`src/rtl/dbgcmp_pkg.sv`:
```
package dbgcmp_pkg;
  localparam int CMP_N  = 3;
  localparam int CTL_W  = 8;
  localparam int SEL_W  = 2;

  localparam int B_SZEN = 7;
  localparam int B_SZV  = 6;
  localparam int B_TAG  = 5;
  localparam int B_NDB  = 1;

  // Implemented-bit mask of each comparator
  function automatic logic [CTL_W-1:0] impl_mask(input int idx);
    logic [CTL_W-1:0] m;
    m = '1;
    if (idx >= 1) m[B_NDB] = 1'b0;
    if (idx >= 2) begin
      m[B_SZEN] = 1'b0;
      m[B_SZV]  = 1'b0;
    end
    return m;
  endfunction
endpackage

```
`src/rtl/dbgcmp_rst_sync.sv`:
```
module dbgcmp_rst_sync (
  input  logic clk,
  input  logic rst_n,
  output logic rst_sync_n
);
  logic stage1_q;
  logic stage2_q;

  always_ff @(posedge clk or negedge rst_n) begin
    if (!rst_n) begin
      stage1_q <= 1'b0;
      stage2_q <= 1'b0;
    end else begin
      stage1_q <= 1'b1;
      stage2_q <= stage1_q;
    end
  end

  assign rst_sync_n = stage2_q;
endmodule

```
`src/rtl/dbgcmp_ctl_reg.sv`:
```
module dbgcmp_ctl_reg #(
  parameter int          W    = 8,
  parameter logic [W-1:0] MASK = '1
) (
  input  logic         clk,
  input  logic         rst_n,
  input  logic         wr_stb,
  input  logic [W-1:0] wdata,
  output logic [W-1:0] q
);
  for (genvar b = 0; b < W; b++) begin : g_bit
    if (MASK[b]) begin : g_impl
      logic bit_q;
      logic bit_d;
      always_comb begin
        bit_d = bit_q;
        if (wr_stb) bit_d = wdata[b];
      end
      always_ff @(posedge clk or negedge rst_n) begin
        if (!rst_n) bit_q <= 1'b0;
        else        bit_q <= bit_d;
      end
      assign q[b] = bit_q;
    end else begin : g_absent
      assign q[b] = 1'b0;
    end
  end

  // no strobe, no change
  assert_hold_no_strobe_R7: assert property (@(posedge clk) disable iff (!rst_n)
    !wr_stb |=> $stable(q));
  // strobe loads the written data through the mask
  assert_load_masked_R2: assert property (@(posedge clk) disable iff (!rst_n)
    wr_stb |=> (q == ($past(wdata) & MASK)));
endmodule

```
`src/rtl/dbgcmp_size_qual.sv`:
```
module dbgcmp_size_qual #(
  parameter int W        = 8,
  parameter bit HAS_SIZE = 1'b1
) (
  input  logic [W-1:0] ctl,
  input  logic         acc_is_byte,
  output logic         ok
);
  import dbgcmp_pkg::*;

  if (HAS_SIZE) begin : g_size
    logic tag_ovr;
    logic chk_off;
    logic size_eq;
    always_comb begin
      tag_ovr = ctl[B_TAG];
      chk_off = !ctl[B_SZEN];
      size_eq = (ctl[B_SZV] == acc_is_byte);
      ok      = tag_ovr || chk_off || size_eq;
    end
  end else begin : g_nosize
    assign ok = 1'b1;
  end
endmodule

```
`src/rtl/dbgcmp_ctl_bank.sv`:
```
module dbgcmp_ctl_bank
  import dbgcmp_pkg::*;
(
  input  logic             clk,
  input  logic             rst_n,
  input  logic             bus_wr,
  input  logic             addr_hit,
  input  logic [SEL_W-1:0] bank_sel,
  input  logic [CTL_W-1:0] wdata,
  input  logic             dbg_armed,
  input  logic             acc_is_byte,
  output logic [CTL_W-1:0] rdata,
  output logic [CMP_N-1:0] size_ok
);
  logic             rst_sync_n;
  logic             wr_ok;
  logic [CMP_N-1:0] wr_stb;
  logic [CTL_W-1:0] ctl_q [CMP_N];

  dbgcmp_rst_sync u_rst_sync (
    .clk        (clk),
    .rst_n      (rst_n),
    .rst_sync_n (rst_sync_n)
  );

  // Write gating and bank decode
  always_comb begin
    wr_ok = bus_wr && addr_hit && !dbg_armed;
    for (int k = 0; k < CMP_N; k++) begin
      wr_stb[k] = wr_ok && (bank_sel == SEL_W'(k));
    end
  end

  for (genvar k = 0; k < CMP_N; k++) begin : g_cmp
    dbgcmp_ctl_reg #(
      .W    (CTL_W),
      .MASK (impl_mask(k))
    ) u_reg (
      .clk    (clk),
      .rst_n  (rst_sync_n),
      .wr_stb (wr_stb[k]),
      .wdata  (wdata),
      .q      (ctl_q[k])
    );

    dbgcmp_size_qual #(
      .W        (CTL_W),
      .HAS_SIZE (impl_mask(k)[B_SZEN])
    ) u_qual (
      .ctl         (ctl_q[k]),
      .acc_is_byte (acc_is_byte),
      .ok          (size_ok[k])
    );
  end

  // Read mux; unused select code returns zero
  always_comb begin
    rdata = '0;
    for (int k = 0; k < CMP_N; k++) begin
      if (bank_sel == SEL_W'(k)) rdata = ctl_q[k];
    end
  end

  // armed cycle changes nothing
  assert_armed_lock_R3: assert property (@(posedge clk) disable iff (!rst_sync_n)
    dbg_armed |=> ($stable(ctl_q[0]) && $stable(ctl_q[1]) && $stable(ctl_q[2])));
  // B bit 1 never reads set
  assert_b_ndb_zero_R4: assert property (@(posedge clk) disable iff (!rst_sync_n)
    (bank_sel == 2'd1) |-> !rdata[B_NDB]);
  // C upper size bits and bit 1 read zero
  assert_c_absent_zero_R5: assert property (@(posedge clk) disable iff (!rst_sync_n)
    (bank_sel == 2'd2) |-> (rdata[B_SZEN] == 1'b0 && rdata[B_SZV] == 1'b0 && rdata[B_NDB] == 1'b0));
  // code 3 reads zero
  assert_sel3_zero_R6: assert property (@(posedge clk) disable iff (!rst_sync_n)
    (bank_sel == 2'd3) |-> (rdata == '0));
  // tag forces pass
  assert_tag_pass_R10: assert property (@(posedge clk) disable iff (!rst_sync_n)
    (ctl_q[0][B_TAG] |-> size_ok[0]) and (ctl_q[1][B_TAG] |-> size_ok[1]));
  // comparator C always passes
  assert_c_pass_R11: assert property (@(posedge clk) disable iff (!rst_sync_n)
    size_ok[2]);
  // reset leaves all qualifiers passing
  assert_reset_pass_R1: assert property (@(posedge clk)
    !rst_sync_n |-> (size_ok == '1));
endmodule

```
`config.mk`:
```
export PLATFORM = sky130hd
export DESIGN_NAME = dbgcmp_ctl_bank
export DESIGN_NICKNAME = d
export VERILOG_FILES = /design/src/rtl/dbgcmp_pkg.sv /design/src/rtl/dbgcmp_rst_sync.sv /design/src/rtl/dbgcmp_ctl_reg.sv /design/src/rtl/dbgcmp_size_qual.sv /design/src/rtl/dbgcmp_ctl_bank.sv
export SDC_FILE = /design/constraint.sdc
export NUM_CORES = 1
export LEC_CHECK = 0
export ABC_AREA = 1
export BUFFER_PORTS_ARGS = -buffer_cell sky130_fd_sc_hd__buf_2
export CAP_MARGIN = 5
export CELL_PAD_IN_SITES_DETAIL_PLACEMENT = 0
export CELL_PAD_IN_SITES_GLOBAL_PLACEMENT = 1
export CORE_ASPECT_RATIO = 0.9
export CORE_MARGIN = 10
export CORE_UTILIZATION = 39
export CTS_BUF_LIST = sky130_fd_sc_hd__clkbuf_8
export CTS_CLUSTER_SIZE = 10
export DETAILED_ROUTE_END_ITERATION = 10
export PLACE_DENSITY_LB_ADDON = 0.1
export SLEW_MARGIN = 30
export SYNTH_ARGS = -nofsm -noshare
export SYNTH_HDL_FRONTEND = slang
export SYNTH_SLANG_ARGS = --single-unit
```
`constraint.sdc`:
```
create_clock -name clk -period 1.5 [get_ports clk]
set_clock_uncertainty 0.1 [all_clocks]
set_input_delay 0.45 -clock clk [delete_from_list [all_inputs] [get_ports clk]]
set_output_delay 0.45 -clock clk [all_outputs]
set_load 0.02 [all_outputs]
```
# [Word-level counts from Yosys, hierarchy flattened]
# Cells that the tools add are included.
[totals] input_bits=16 wordCells=42 out_inout_bits=11 reg_bits=22
[op_classes] n_eq_ne=4 mux=3 reduce_logical=13
[op_table] op="$mux W8" n=3
[op_table] op="$logic_and A1 B1 Y1" n=5
[op_table] op="$logic_or A1 B1 Y1" n=4
[op_table] op="$logic_not A1 Y1" n=3
[op_table] op="$eq A1 B1 Y1" n=2
[op_table] op="$eq A2 B1 Y1 const B" n=1
[op_table] op="$eq A2 B2 Y1 const B" n=1
[op_table] op="$logic_not A2 Y1" n=1

# [Depth between registers and ports, before layout]
# Gate-level depths: netlist of the first run.
[depth] ltp_word=4 depth_mapped=5 depth_no_buf=5

# [By module]
# Synthesis of the first run repeated with hierarchy kept, for this count alone.
[unflattened] hier_cells=174 area_unflattened_um2=1300.0
[modules_own_cells] mod="dbgcmp_ctl_reg (g_cmp[0].u_reg)" n_inst=1 area_each_um2=365.4 seq_area_each_um2=200.2 cells_per_inst=42
[modules_own_cells] mod="dbgcmp_ctl_reg (g_cmp[1].u_reg)" n_inst=1 area_each_um2=332.8 seq_area_each_um2=175.2 cells_per_inst=39
[modules_own_cells] mod="dbgcmp_ctl_reg (g_cmp[2].u_reg)" n_inst=1 area_each_um2=249.0 seq_area_each_um2=125.1 cells_per_inst=30
[modules_own_cells] mod="dbgcmp_ctl_bank" n_inst=1 area_each_um2=232.7 seq_area_each_um2=0.0 cells_per_inst=44
[modules_own_cells] mod="dbgcmp_size_qual (g_cmp[0].u_qual ...)" n_inst=2 area_each_um2=27.5 seq_area_each_um2=0.0 cells_per_inst=7
[modules_own_cells] mod="dbgcmp_rst_sync" n_inst=1 area_each_um2=53.8 seq_area_each_um2=50.0 cells_per_inst=3
[modules_own_cells] mod="dbgcmp_size_qual (g_cmp[2].u_qual)" n_inst=1 area_each_um2=11.3 seq_area_each_um2=0.0 cells_per_inst=2

# [Least setup slack after synthesis of the first run]
# No wires, ideal clock.
[synth_timing] kind="input to output" start="in bank_sel[1]" end="out rdata[0]" path_stages=4 slack_ps=-102 required_ps=950 t_arrival_ps=1052 path_buffers=1 cell_sequence="nor2_2 > buf_4 > nand2_1 > nand3_1"
[synth_via] elab_chain_cells=4 elab_cells_between_ends=6 cone_classes="eq/ne (2); mux (3); reduce/logical (1)"
[synth_rtl] item="from (decl)" line="dbgcmp_ctl_bank.sv:8" rtl="input logic [SEL_W-1:0] bank_sel,"
[synth_rtl] item="$logic_not A2 Y1" line="dbgcmp_ctl_bank.sv:60" rtl="if (bank_sel == SEL_W'(k)) rdata = ctl_q[k];"
[synth_rtl] item="$mux W8 (2 in series)" line="dbgcmp_ctl_bank.sv:60"
[synth_rtl] item="$mux W8 *" line="dbgcmp_ctl_bank.sv:60"
[synth_rtl] item="to (decl)" line="dbgcmp_ctl_bank.sv:12" rtl="output logic [CTL_W-1:0] rdata,"
# Every way passes the cells marked *; elsewhere a longest branch is shown, timed or not.

# [Worst setup path in the final report of the first run]
[layout_timing] start="in bank_sel[1]" end="out rdata[5]"
# The elaborated chain is that of the path after synthesis.

==> flow_summary.toml, run 1 <==
[synth]
yosysUniqueCellTypes = 14
yosysWarnings = 0
syn_inst = 132
synth-compound-area-share = 0.0240
yosys.area_share.simple = 0.383
synth_area_um2 = 1040
synth.area.mux_share = 0
ys_seq_area_frac = 0.528
syn_area_per_cell_um2 = 7.90
synth-seq-cells = 22
synthXorXnorAreaFrac = 0
synthAdderAreaFrac = 0
synth_top_family_by_area = "simple AND/OR/NAND/NOR gates"

[critical_path]
critPathCaptureType = "output port"
cp_cell_sequence = "buf_12 > nor2_4 > buf_12 > nand2_1 > nand3_2 > buf_6"
cp_slowest_cell = "buf_12"
cp.required_ps = 950
regToRegSetupSlack_ps = 740
critical_path.max_stage_delay_ps = 140
worstPathMaxFanout = 7
rr_worst_depth = 2
cp.arrival_ps = 1100
cp_common_cell = "buf_12"
start_kind = "input port"
path_class = "input port to output port"

[cts]
clk_latency_ps = 260
cts.sinks = 22
cts_root_buf = "clkbuf_8"
htreeDepth = 1
cts_buffer_depth = 2
cts_tree = "done"
clkTransAtPathRegs_ps = 80
cts_buffers = 3

[status]
status = "complete, but fails checks"
failed_checks = "setup timing"

[floorplanning]
core_um2 = 2510
placementRows = 17
dieHeight_um = 69.0
die_area_um2 = 5140
io_pins = 27
die_w_um = 74.5
initial_core_util = 0.415

[grt]
grt_pass1_vias = 1056
grt_pass1_wl_um = 5110
grt_usage = 0.121
grt_max_degree = 21
antenna_found_initial = 0
overflow = 0

[placement]
numPortBuffers = 25
gp_congestion = 0.737
dpl.hpwl_um = 1910

[hold_path]
holdCritPathClass = "flop to asynchronous set/reset pin"

[timing]
fin_ws_ps = -147
hold_viol = 0
min_period_ps = 1650
setup_viol = 10
min_period_over_period = 1.10
rsz0062_at_grt = "true"
drv_slew = 0
fmax_ghz = 0.607

[drt]
drtPass1Iterations = 4
drc = 0
vias = 1032
drt_iter0_drc = 110
post_drt_wl_per_cell_um = 14.6
ant_nets = 0
wirelength_um = 2960
viasPerCell = 5.08

[job]
drv_cap = 0

[power_and_ir_drop]
p_int_mw = 1.28
p_switching_uw = 511
switching_share = 0.285
fin_total_pwr_mw = 1.79
peakVddDrop_uv = 451
cellLeakagePower_nw = 0.868
combPwrFrac = 0.252
p_clk_frac = 0.306
pwr-share-seq = 0.442
p_per_area_nw_per_um2 = 1110

[final_layout]
diodes = 0
regArea_um2 = 551
drive_above_1_share = 0.457
nFillCells = 236
postLayoutCoreUtil = 0.646
nets = 192
multi_input_area_um2 = 544
area.growth.synth_to_final_pct = 55.5
-- per-layer routing --
layer	wire length [um]	global-route usage
met4	5	0.0188
met2	1360	0.183
met5	0	0
met3	190	0.0328
met1	1400	0.168
-- cell type report --
type | instances | area share
Clock buffer | 3 | 0.0255
Clock inverter | 1 | 0.0185
Tap cell | 28 | 0.0216
Multi-Input combinational cell | 102 | 0.336
Timing Repair Buffer | 45 | 0.249
Inverter | 2 | 0.00927
Sequential cell | 22 | 0.340
-- cells in the mapped netlist --
cell type,instances,area (um2)
buf_2,3,15.0
o211ai_1,2,15.0
nor3b_1,1,7.51
inv_1,1,3.75
nor2_2,3,18.8
conb_1,1,3.75
a21oi_1,2,10.0
nand2_1,65,244
nor2_1,1,3.75
dfrtp_1,22,551
nand3_1,25,125
inv_2,1,3.75
buf_4,4,30.0
buf_6,1,11.3
-- metrics by stage --
step,setup TNS [ps],instances,cell area (um2),hold slack (ps),setup slack (ps)
4_1_cts,-1230,204,1590,121,-142
6_report,-1190,203,1620,105,-147
3_3_place_gp,-2010,190,1300,112,-279
2_1_floorplan,0,133,1090,54.4,16.5
5_1_grt,-1640,203,1620,162,-187
3_5_place_dp,-2430,190,1300,110,-311
-- cell usage in the layout (no fill, tap or decap) --
master	count
nand2_1	47
nor3b_2	1
inv_6	1
inv_4	1
buf_2	13
clkbuf_8	3
nand2_4	1
a21oi_1	1
bufbuf_16	1
bufinv_16	1
o211ai_1	2
nor2_2	1
conb_1	2
buf_12	3
a21oi_2	1
dlygate4sd3_1	1
nor2_4	4
nand3_1	20
nand3_2	5
buf_4	18
nand2_2	17
dfrtp_1	22
buf_6	9
-- logic make-up after synthesis --
kind of cell | count (synthesis)
buffers and inverters | 10
other | 1
AOI/OAI and AO/OA | 4
DFF | 22
and+or+nand+nor | 95
-- power by group through the flow --
stage | Sequential, mW | Clock (mW) | Combinational, mW
global placement | 0.783 | 0 | 0.343
detailed placement | 0.786 | 0 | 0.350
finish | 0.793 | 0.549 | 0.453
floorplan | 0.775 | 0 | 0.236
global route | 0.807 | 0.597 | 0.506
CTS | 0.780 | 0.564 | 0.450
-- state kept, by name (all words and copies together) (netlist names) --
register                        flops
u_rst_sync.stage1_q                 1
g_cmp.u_reg.g_bit.g_impl.bit_q     20
u_rst_sync.rst_sync_n               1
-- worst paths after layout --
kind,from,end
worst min register to register,u_rst_sync.rst_sync_n,g_cmp[2].u_reg.g_bit[2].g_impl.bit_q
worst min-delay path,u_rst_sync.rst_sync_n,g_cmp[2].u_reg.g_bit[2].g_impl.bit_q
worst max-delay path,bank_sel[1],rdata[5]
max in group asynchronous,rst_n,u_rst_sync.stage1_q
worst max register to register,g_cmp[0].u_reg.g_bit[6].g_impl.bit_q,g_cmp[0].u_reg.g_bit[6].g_impl.bit_q
min in group clk,u_rst_sync.stage1_q,u_rst_sync.rst_sync_n
-- worst max-delay path: cells and delay by family --
kind | cells | cell delay [ps]
buffers and inverters | 3 | 370
and+or+nand+nor | 3 | 260
-- repair_timing --
| action | in CTS | in global routing |
|---|---|---|
| setup buffers | 6 | 0 |
| endpoints found under the setup margin | 10 | 12 |
| cloned | 3 | 0 |
| gates resized for setup | 40 | 13 |
| pin swaps | 14 | 8 |
| hold endpoints to repair | 2 | 0 |
| hold buffers | 1 | 0 |
Power figures use the tool's default switching activity.
==> run 2: changes to the inputs <==
--- a/config.mk
+++ b/config.mk
@@ -16,7 +16,7 @@
 export CTS_BUF_LIST = sky130_fd_sc_hd__clkbuf_8
 export CTS_CLUSTER_SIZE = 10
 export DETAILED_ROUTE_END_ITERATION = 10
-export PLACE_DENSITY_LB_ADDON = 0.1
+export PLACE_DENSITY = 0.91
 export SLEW_MARGIN = 30
 export SYNTH_ARGS = -nofsm -noshare
 export SYNTH_HDL_FRONTEND = slang
==> run 2 against run 1 <==
  * The run still ends with setup timing left
  * Fmax grew 1.3%
  * Sequential power shrank 0.6%
  * Via count fell by 0.48%
  * Final cell count increased by 1.5%
  * Routed wire length down 1.4%
  * Critical path depth unchanged
  * Global-route usage decreased by 0.71 points
  * Combinational power increased by 5.7%
  * Sequential cell count stayed put
  * Critical path type unchanged
  * Critical endpoint is now rdata[2]
  * Highest routed layer unchanged
==> flow_summary.toml, run 2 (synthesis gave the netlist of run 1 again) <==
[final_layout]
top_register = "g_cmp.u_reg.g_bit.g_impl.bit_q"
nets = 196
final_common_cell = "nand2_1"
largest_reg_flops = 20
diodes = 0
area.growth.synth_to_final_pct = 52.3
final_cell_area_um2 = 1590
layout_common_cells = "nand2_1 (50), dfrtp_1 (22), nand3_1 (20)"
drive_above_1_share = 0.455
nFillCells = 232
final_cells = 206

[drt]
drtPass1Iterations = 4
ant_nets = 0
drt_iter0_drc = 47
viasPerCell = 4.99
vias = 1027
post_drt_wl_per_cell_um = 14.2
wirelength_um = 2920
drc = 0

[timing]
hold_viol = 0
fin_ws_ps = -126
fmax_ghz = 0.615
min_period_ps = 1630
setup_viol = 10
rsz0062_at_grt = "true"
drv_slew = 0
fin_setup_tns_ps = -1040
min_period_over_period = 1.08

[cts]
cts_buffers = 3
clkTransAtPathRegs_ps = 70
cts.sinks = 22
htreeDepth = 1
clk_latency_ps = 260
cts_tree = "done"
cts_root_buf = "clkbuf_8"
cts_buffer_depth = 2

[critical_path]
worstPathMaxFanout = 5
reg2reg_to = "g_cmp[1].u_reg.g_bit[6].g_impl.bit_q"
cp.required_ps = 950
cp.arrival_ps = 1080
rr_worst_depth = 3
critPathCaptureType = "output port"
path_class = "input port to output port"
regToRegSetupSlack_ps = 620
reg2reg_from = "g_cmp[1].u_reg.g_bit[6].g_impl.bit_q"
start_kind = "input port"

[placement]
dp.cells = 189
place_area_um2 = 1280
dpl_worst_slack_ps = -278
dpl.hpwl_um = 2020
gp_congestion = 0.864
numPortBuffers = 25

[job]
drv_cap = 0

[grt]
grt_pass1_wl_um = 4760
grt_max_degree = 21
antenna_found_initial = 0
grt_usage = 0.114
grt_pass1_vias = 1087
overflow = 0

[power_and_ir_drop]
cellLeakagePower_nw = 0.852
p_int_mw = 1.12
pwr-share-seq = 0.485
p_per_area_nw_per_um2 = 1020
p_clk_frac = 0.221
switching_share = 0.311
p_switching_uw = 505
peakVddDrop_uv = 592
combPwrFrac = 0.294

[hold_path]
holdCritPathClass = "flop to asynchronous set/reset pin"

[floorplanning]
io_pins = 27
die_area_um2 = 5140
dieHeight_um = 69.0
placementRows = 17
die_w_um = 74.5
initial_core_util = 0.415
core_um2 = 2510

[status]
status = "complete, but fails checks"
failed_checks = "setup timing"
[run 2: stage by stage]
step                      hold WS, ps  utilization  total power [mW]
after floorplan                  54.4            -              1.01
after global routing              139        0.633              1.74
after global placement            108        0.509              1.12
after CTS                         119        0.613              1.61
final                             106        0.633              1.63
after detailed placement          110        0.509              1.13
[run 2: timing repair]
action,4_1_cts,5_1_grt
buffers inserted,9,3
pin swaps,10,4
gates resized for setup,46,8
gates cloned,1,0
hold buffers,1,0
hold endpoints to repair,2,0
setup endpoints to repair,10,10
[run 2: how the worst max path moves through the flow]
stage	startpoint	end	slack, ps	cells past startpoint
detailed placement	bank_sel[1]	rdata[2]	-280	7
floorplan	bank_sel[1]	rdata[0]	20	4
CTS	bank_sel[0]	rdata[2]	-140	7
global route	bank_sel[0]	rdata[2]	-160	7
finish	bank_sel[1]	rdata[2]	-130	6
global placement	bank_sel[1]	rdata[2]	-270	5
[run 2: worst max-delay path, stage by stage]
cell     delay (ps)
buf_12          120
nor2_4          160
buf_6           130
nand2_2          40
nand3_2          60
buf_6           120
[run 2: metal layers]
| layer | vias up | routed length, um | GRT usage |
|---|---|---|---|
| met1 | 485 | 1220 | 0.123 |
| met2 | 26 | 1500 | 0.202 |
| met5 | - | 0 | 0 |
| met4 | 0 | 5 | 0.0125 |
| met3 | 2 | 189 | 0.0485 |
| li1 | 514 | - | - |
[run 2: final cells by class]
class / instances / area (um2) / share of cell area
clock buffers: 3 / 41.3 / 0.0260
inverters: 2 / 10.0 / 0.00630
multi-input cells: 102 / 536 / 0.337
flip-flops and latches: 22 / 551 / 0.347
well taps: 28 / 35.0 / 0.0221
repair buffers: 49 / 415 / 0.262
[run 2: power groups by stage]
stage          Sequential [mW]  Clock, mW  Combinational (mW)
6_report                 0.788      0.360               0.479
2_1_floorplan            0.775          0               0.236
3_5_place_dp             0.787          0               0.347
4_1_cts                  0.781      0.374               0.459
5_1_grt                  0.802      0.404               0.530
3_3_place_gp             0.782          0               0.336
